## config.mk

```make
export PLATFORM = sky130hd
export DESIGN_NAME = fsk_tone_mod
export DESIGN_NICKNAME = d
export VERILOG_FILES = /design/src/rtl/fsk_pkg.sv /design/src/rtl/fsk_phase_nco.sv /design/src/rtl/fsk_trap_shaper.sv /design/src/rtl/fsk_tone_mod.sv
export SDC_FILE = /design/constraint.sdc
export NUM_CORES = 1
export LEC_CHECK = 0
export BUFFER_PORTS_ARGS = -buffer_cell sky130_fd_sc_hd__buf_2
export CAP_MARGIN = 15
export CORE_MARGIN = 10
export CORE_UTILIZATION = 55
export DETAILED_ROUTE_END_ITERATION = 7
export PLACE_DENSITY = 0.75
export SKIP_LAST_GASP = 1
export SLEW_MARGIN = 20
export SYNTH_ARGS = -nofsm -noshare
export SYNTH_HDL_FRONTEND = slang
export SYNTH_HIERARCHICAL = 1
export SYNTH_SLANG_ARGS = --single-unit
```

## constraint.sdc

```tcl
create_clock -name clk -period 2 [get_ports clk]
set_clock_uncertainty 0.2 [all_clocks]
set_input_delay 0.2 -clock clk [delete_from_list [all_inputs] [get_ports clk]]
set_output_delay 0.2 -clock clk [all_outputs]
set_load 0.005 [all_outputs]
```

## src/rtl/fsk_pkg.sv

```systemverilog
package fsk_pkg;

  typedef enum logic [1:0] {
    SEG_RISE = 2'd0,
    SEG_TOP  = 2'd1,
    SEG_FALL = 2'd2,
    SEG_BOT  = 2'd3
  } seg_t;

  // Phase step per clock for a tone of hz at clock clk_hz with a w-bit accumulator.
  function automatic int unsigned calc_inc(input int unsigned hz,
                                           input int unsigned clk_hz,
                                           input int unsigned w);
    longint unsigned num;
    num = 64'(hz) << w;
    return 32'(num / 64'(clk_hz));
  endfunction

endpackage

```

## src/rtl/fsk_phase_nco.sv

```systemverilog
module fsk_phase_nco #(
  parameter int unsigned CLK_HZ   = 460800,
  parameter int unsigned MARK_HZ  = 1200,
  parameter int unsigned SPACE_HZ = 2200,
  parameter int unsigned PHASE_W  = 16
) (
  input  logic               clk,
  input  logic               rst,
  input  logic               req_send_n,
  input  logic               tx_bit,
  output logic [PHASE_W-1:0] phase
);

  localparam logic [PHASE_W-1:0] MARK_INC  =
    PHASE_W'(fsk_pkg::calc_inc(MARK_HZ, CLK_HZ, PHASE_W));
  localparam logic [PHASE_W-1:0] SPACE_INC =
    PHASE_W'(fsk_pkg::calc_inc(SPACE_HZ, CLK_HZ, PHASE_W));

  logic [PHASE_W-1:0] step;

  always_comb begin
    step = tx_bit ? MARK_INC : SPACE_INC;
  end

  always_ff @(posedge clk) begin
    if (rst || req_send_n) begin
      phase <= '0;
    end else begin
      phase <= phase + step;
    end
  end

  AST_PHASE_CLEAR: assert property (@(posedge clk) disable iff (rst)
    req_send_n |=> (phase == '0));

  AST_MARK_STEP: assert property (@(posedge clk) disable iff (rst)
    (!req_send_n && tx_bit) |=> (phase == $past(phase) + MARK_INC));

  AST_SPACE_STEP: assert property (@(posedge clk) disable iff (rst)
    (!req_send_n && !tx_bit) |=> (phase == $past(phase) + SPACE_INC));

endmodule

```

## src/rtl/fsk_trap_shaper.sv

```systemverilog
module fsk_trap_shaper #(
  parameter int unsigned PHASE_W = 16,
  parameter int unsigned CODE_W  = 8
) (
  input  logic               clk,
  input  logic               rst,
  input  logic               req_send_n,
  input  logic [PHASE_W-1:0] phase,
  output logic [CODE_W-1:0]  code
);

  localparam int unsigned RAMP_W  = CODE_W - 1;
  localparam int unsigned FRAC_W  = PHASE_W - 2;
  localparam logic [PHASE_W-1:0] OFFSET = PHASE_W'(1) << (PHASE_W - 3);
  localparam logic [CODE_W-1:0]  LOW  = CODE_W'(1) << (CODE_W - 2);
  localparam logic [CODE_W-1:0]  MID  = CODE_W'(1) << (CODE_W - 1);
  localparam logic [CODE_W-1:0]  HIGH = LOW + MID;

  logic [PHASE_W-1:0] wp;
  logic [FRAC_W-1:0]  frac;
  logic [RAMP_W-1:0]  idx;
  fsk_pkg::seg_t      seg;
  logic [CODE_W-1:0]  shape;

  always_comb begin
    wp   = phase + OFFSET;
    frac = wp[FRAC_W-1:0];
    seg  = fsk_pkg::seg_t'(wp[PHASE_W-1 -: 2]);
  end

  generate
    if (FRAC_W >= RAMP_W) begin : g_ramp_shr
      assign idx = RAMP_W'(frac >> (FRAC_W - RAMP_W));
    end else begin : g_ramp_shl
      assign idx = RAMP_W'({frac, {(RAMP_W - FRAC_W){1'b0}}});
    end
  endgenerate

  always_comb begin
    unique case (seg)
      fsk_pkg::SEG_RISE: shape = LOW + CODE_W'(idx);
      fsk_pkg::SEG_TOP:  shape = HIGH;
      fsk_pkg::SEG_FALL: shape = HIGH - CODE_W'(idx);
      default:           shape = LOW;
    endcase
  end

  always_ff @(posedge clk) begin
    if (rst || req_send_n) begin
      code <= MID;
    end else begin
      code <= shape;
    end
  end

  AST_IDLE_MID: assert property (@(posedge clk) disable iff (rst)
    req_send_n |=> (code == MID));

  AST_TOP_FLAT: assert property (@(posedge clk) disable iff (rst)
    (!req_send_n && seg == fsk_pkg::SEG_TOP) |=> (code == HIGH));

endmodule

```

## src/rtl/fsk_tone_mod.sv

```systemverilog
module fsk_tone_mod #(
  parameter int unsigned CLK_HZ   = 460800,
  parameter int unsigned MARK_HZ  = 1200,
  parameter int unsigned SPACE_HZ = 2200,
  parameter int unsigned PHASE_W  = 16,
  parameter int unsigned CODE_W   = 8
) (
  input  logic              clk,
  input  logic              rst,
  input  logic              req_send_n,
  input  logic              tx_bit,
  output logic [CODE_W-1:0] dac_code
);

  localparam int unsigned MAX_INC  = fsk_pkg::calc_inc(
    (MARK_HZ > SPACE_HZ) ? MARK_HZ : SPACE_HZ, CLK_HZ, PHASE_W);
  localparam int unsigned SHIFT    = PHASE_W - 2 - (CODE_W - 1);
  localparam int unsigned MAX_STEP = (MAX_INC >> SHIFT) + 1;
  localparam logic [CODE_W-1:0] LOW  = CODE_W'(1) << (CODE_W - 2);
  localparam logic [CODE_W-1:0] HIGH = LOW + (CODE_W'(1) << (CODE_W - 1));
  localparam logic [CODE_W-1:0] MID  = CODE_W'(1) << (CODE_W - 1);

  logic [PHASE_W-1:0] phase;

  fsk_phase_nco #(
    .CLK_HZ(CLK_HZ), .MARK_HZ(MARK_HZ), .SPACE_HZ(SPACE_HZ), .PHASE_W(PHASE_W)
  ) u_nco (
    .clk(clk), .rst(rst), .req_send_n(req_send_n), .tx_bit(tx_bit), .phase(phase)
  );

  fsk_trap_shaper #(
    .PHASE_W(PHASE_W), .CODE_W(CODE_W)
  ) u_shaper (
    .clk(clk), .rst(rst), .req_send_n(req_send_n), .phase(phase), .code(dac_code)
  );

  AST_RESET_STATE: assert property (@(posedge clk)
    rst |=> (dac_code == MID && phase == '0));

  AST_CODE_RANGE: assert property (@(posedge clk) disable iff (rst)
    (dac_code >= LOW && dac_code <= HIGH));

  AST_SLEW_LIMIT: assert property (@(posedge clk) disable iff (rst)
    (!$past(req_send_n) && !$past(req_send_n, 2)) |->
      (((dac_code >= $past(dac_code)) ? (dac_code - $past(dac_code))
                                      : ($past(dac_code) - dac_code))
        <= CODE_W'(MAX_STEP)));

  AST_BIT_KEEPS_PHASE: assert property (@(posedge clk) disable iff (rst)
    (!req_send_n && !$past(req_send_n) && tx_bit != $past(tx_bit))
      |=> (phase != '0 || $past(phase) != '0 || dac_code != MID));

endmodule

```

* Word level (Yosys, flattened, before mapping) *
Cells that the tools add are included.

word-level totals
  register bits after elaboration = 24

operators by class
  eq/ne operators = 2
  $add $sub $neg = 4
  muxes and demuxes = 2
  reduce and logical (&&, ||, !) cells = 2

operators by type and width
  kind                    number
  $pmux 8 s3              1
  $add 16x14->16 const B  1
  $add 16x16->16          1
  $mux 9                  1
  $add 7x7->8 const A     1
  $sub 8x7->8 const A     1
  $eq 2x1->1 const B      1
  $eq 2x2->1 const B      1
  $logic_not 2->1         1
  $logic_or 1x1->1        1

* Depth between registers and ports, before layout *
  depth in word-level cells = 3
  mapped depth = 6

* Hierarchy *
Netlist, hierarchy kept.

modules (own cells, without submodules)
  module           area each (µm²)  instances  cells an instance
  fsk_phase_nco    802.0            1          89
  fsk_trap_shaper  404.1            1          47

* Worst setup path after synthesis *
OpenSTA, ideal clock, no wires.

  path type = register to register
  start = register u_nco.phase[7]
  end = register u_nco.phase[11]
  setup time = 116 ps
  stages on the path, launching flop included = 6
  setup slack = 212 ps
  required time = 1,684 ps
  buffers on the path = 0
  arrival = 1,472 ps
  cell sequence = dfxtp_1 > ha_1 > a211oi_2 > a2111oi_4 > a21oi_1 > a31o_1

between the ends
  longest elaborated chain between the ends = 1

RTL lines
  item                    line                 RTL
  from (decl)             fsk_phase_nco.sv:11  output logic [PHASE_W-1:0] phase
  from (signal assigned)  fsk_phase_nco.sv:29  phase <= phase + step;
  $add 16x16->16          fsk_phase_nco.sv:29

Every way passes these cells.
A chain may end at the register's enable or synchronous reset.

* Worst setup path after layout *
  start = register u_nco.phase[4]
  end = register u_nco.phase[11]

Same word-level chain as after synthesis.

==> metrics.log <==
INFO  metric status = finished, final reports clean
INFO  metric final_antenna_net_count = 0
INFO  metric final_number_of_max_transition_violations = 0
INFO  metric dieWidth = roughly 67 µm
INFO  metric io_pins = 12
INFO  metric clk_path_buf_depth = 2
INFO  metric cp-start-kind = flip-flop
INFO  metric drt-vias-per-instance = roughly 5.8
INFO  metric setup_slack = 0.0527 ns
INFO  metric route.vias.total = between 1,000 and 1,500
INFO  metric fin_area = about 1400 µm²
INFO  metric leakage_power_of_the_design = roughly 0.54 nW
INFO  metric layout.cells.most_common_list = 23 x sky130_fd_sc_hd__dfxtp_1, 16 x sky130_fd_sc_hd__nor2_1, 13 x sky130_fd_sc_hd__a21oi_1, 11 x sky130_fd_sc_hd__buf_2, 8 x sky130_fd_sc_hd__nor3_1
INFO  metric globalRouteTotalUtil = a little under an eighth
INFO  metric std_cell_rows = 16
INFO  metric filler_cell_count = between 150 and 200
INFO  metric post-route-min-period = around 1.9 ns
INFO  metric first_pass_grt_wire_length = approximately 4000 µm
INFO  metric cp-end-kind = flip-flop
INFO  metric io_buffers = 11
INFO  metric cts_tree = yes
INFO  metric die_height = between 60 and 70 µm
INFO  metric transition_time_at_the_pin_with_the_least_slew_margin = 0.489 ns
INFO  metric criticalPathCategory = flip-flop to flip-flop
INFO  metric pin_count_of_the_biggest_net_entering_global_routing = 15
INFO  metric cts.htree.levels = 1
INFO  metric path_clk_slew = ~0.14 ns
INFO  metric mostFrequentLayoutCell = sky130_fd_sc_hd__dfxtp_1
INFO  metric floorplan.initialDensity = 59.1%
INFO  metric synth_cells = about 130
INFO  metric syn_nets = ~150
INFO  metric detail_route.wirelength = 2450 µm
INFO  metric slew_headroom = around 67%
INFO  metric cts.sink_count = 23
INFO  metric setup_viol = 0
INFO  metric n_antenna_cell = 0
INFO  metric number_of_detailed_routing_iterations_run_before_antenna_repair = 4
INFO  metric worstPathArrival = about 2.0 ns
INFO  metric cts.root.buffer_cell = sky130_fd_sc_hd__clkbuf_4
INFO  metric post_dp_cell_area = 1270 µm²
INFO  metric dr.first_iter.drc_count = 36
INFO  metric drv.max_cap_violation_count = 0
INFO  metric post-dp-hpwl = around 1700 µm
INFO  metric coreArea = 2020 µm²
INFO  metric worstHoldPathType = primary input to flip-flop
INFO  metric clk_latency = around 0.32 ns
INFO  metric cts_bufs_inserted = 3
INFO  metric routed_wire_length_per_instance = 13.9 µm
INFO  metric warning_count_from_the_yosys_run = 6
INFO  metric post_route_cells_drive_above_1_share = approximately a fifth
INFO  metric cp_data_required_time = approximately 2.0 ns
INFO  metric worst_supply_voltage_drop_on_vdd = just under 500 µV
INFO  metric pre_cts_ws = 0.0150 ns
INFO  metric hold_viol_final = 0
INFO  metric part_of_the_cycle_the_worst_path_needs = ~100%
INFO  metric synthToLayoutAreaGrowth = 15.5%
INFO  metric synth_area_per_cell = between 8 and 9 µm²
INFO  metric final_nets = around 160
INFO  metric power-per-cell-area = ~590 nW/µm²
INFO  metric number_of_global_route_vias_before_repair = about 940
INFO  metric worstPathMaxFanout = 6
INFO  metric initial_antenna_violation_count = 0
INFO  metric floorplan.die_area = approximately 4400 µm²
INFO  metric grt_overflow = 0
INFO  metric max_freq = about 510 MHz
INFO  metric syn_area = 1190 µm²
INFO  metric globalplace.congestion = 0.852
INFO  metric drc = 0
-- layout make-up --
type / instances / area [µm²] / area share [%]
clock buffers: 3 / 22.5 / 1.63
well taps: 27 / 33.8 / 2.45
flip-flops and latches: 23 / 460 / 33.4
inverters: 7 / 26.3 / 1.90
repair buffers: 15 / 90.1 / 6.53
multi-input cells: 101 / 739 / 53.6
clock inverters: 1 / 7.51 / 0.544
-- final timing paths --
kind,to,slack [ns],cells past startpoint,startpoint
worst max-delay path,u_nco/phase[11],0.05,6,u_nco/phase[4]
worst min-delay path,u_nco/phase[1],0.09,3,tx_bit
worst max register to register,u_nco/phase[11],0.05,6,u_nco/phase[4]
worst min register to register,u_nco/phase[14],0.31,2,u_nco/phase[14]
-- metrics by stage --
stage	util, %	TNS, ns	hold slack [ns]	power, mW	cells
floorplan	-	0	0.101	0.566	134
global placement	62.9	0	0.256	0.587	170
detailed placement	62.9	0	0.280	0.590	170
CTS	65.4	0	0.0183	0.816	176
global route	68.3	-0.0646	0.108	0.863	177
finish	68.3	0	0.0886	0.817	177
-- flip-flops by register name, summed over array words and instances (netlist names) --
name and cells:
u_shaper/code 8, u_nco/phase 15
-- report_power, final --
| group | switching, mW | internal, mW |
|---|---|---|
| Combinational | 0.0646 | 0.0508 |
| Clock | 0.144 | 0.0763 |
| Sequential | 0.0123 | 0.469 |
-- critical path, cell delays in order (launching register included) --
cell and delay [ns]:
sky130_fd_sc_hd__dfxtp_1 0.33, sky130_fd_sc_hd__ha_1 0.36, sky130_fd_sc_hd__o21ai_2 0.11, sky130_fd_sc_hd__a2111oi_4 0.39, sky130_fd_sc_hd__buf_4 0.20, sky130_fd_sc_hd__a21oi_1 0.07, sky130_fd_sc_hd__a31o_1 0.20
-- layer usage --
layer | track usage [%] | wire length (µm) | vias up
met5 | 0 | 0 | -
met4 | 6.54 | 14 | 0
met3 | 3.85 | 126 | 2
met2 | 20.6 | 1240 | 19
met1 | 11.7 | 1070 | 480
li1 | - | - | 521
-- repair_timing --
action,CTS,global route
hold buffers,2,0
setup buffers,0,1
gates resized for setup,0,8
endpoints found under the setup margin,0,5
endpoints found under the hold margin,2,0
(Power assumes the default switching activity.)
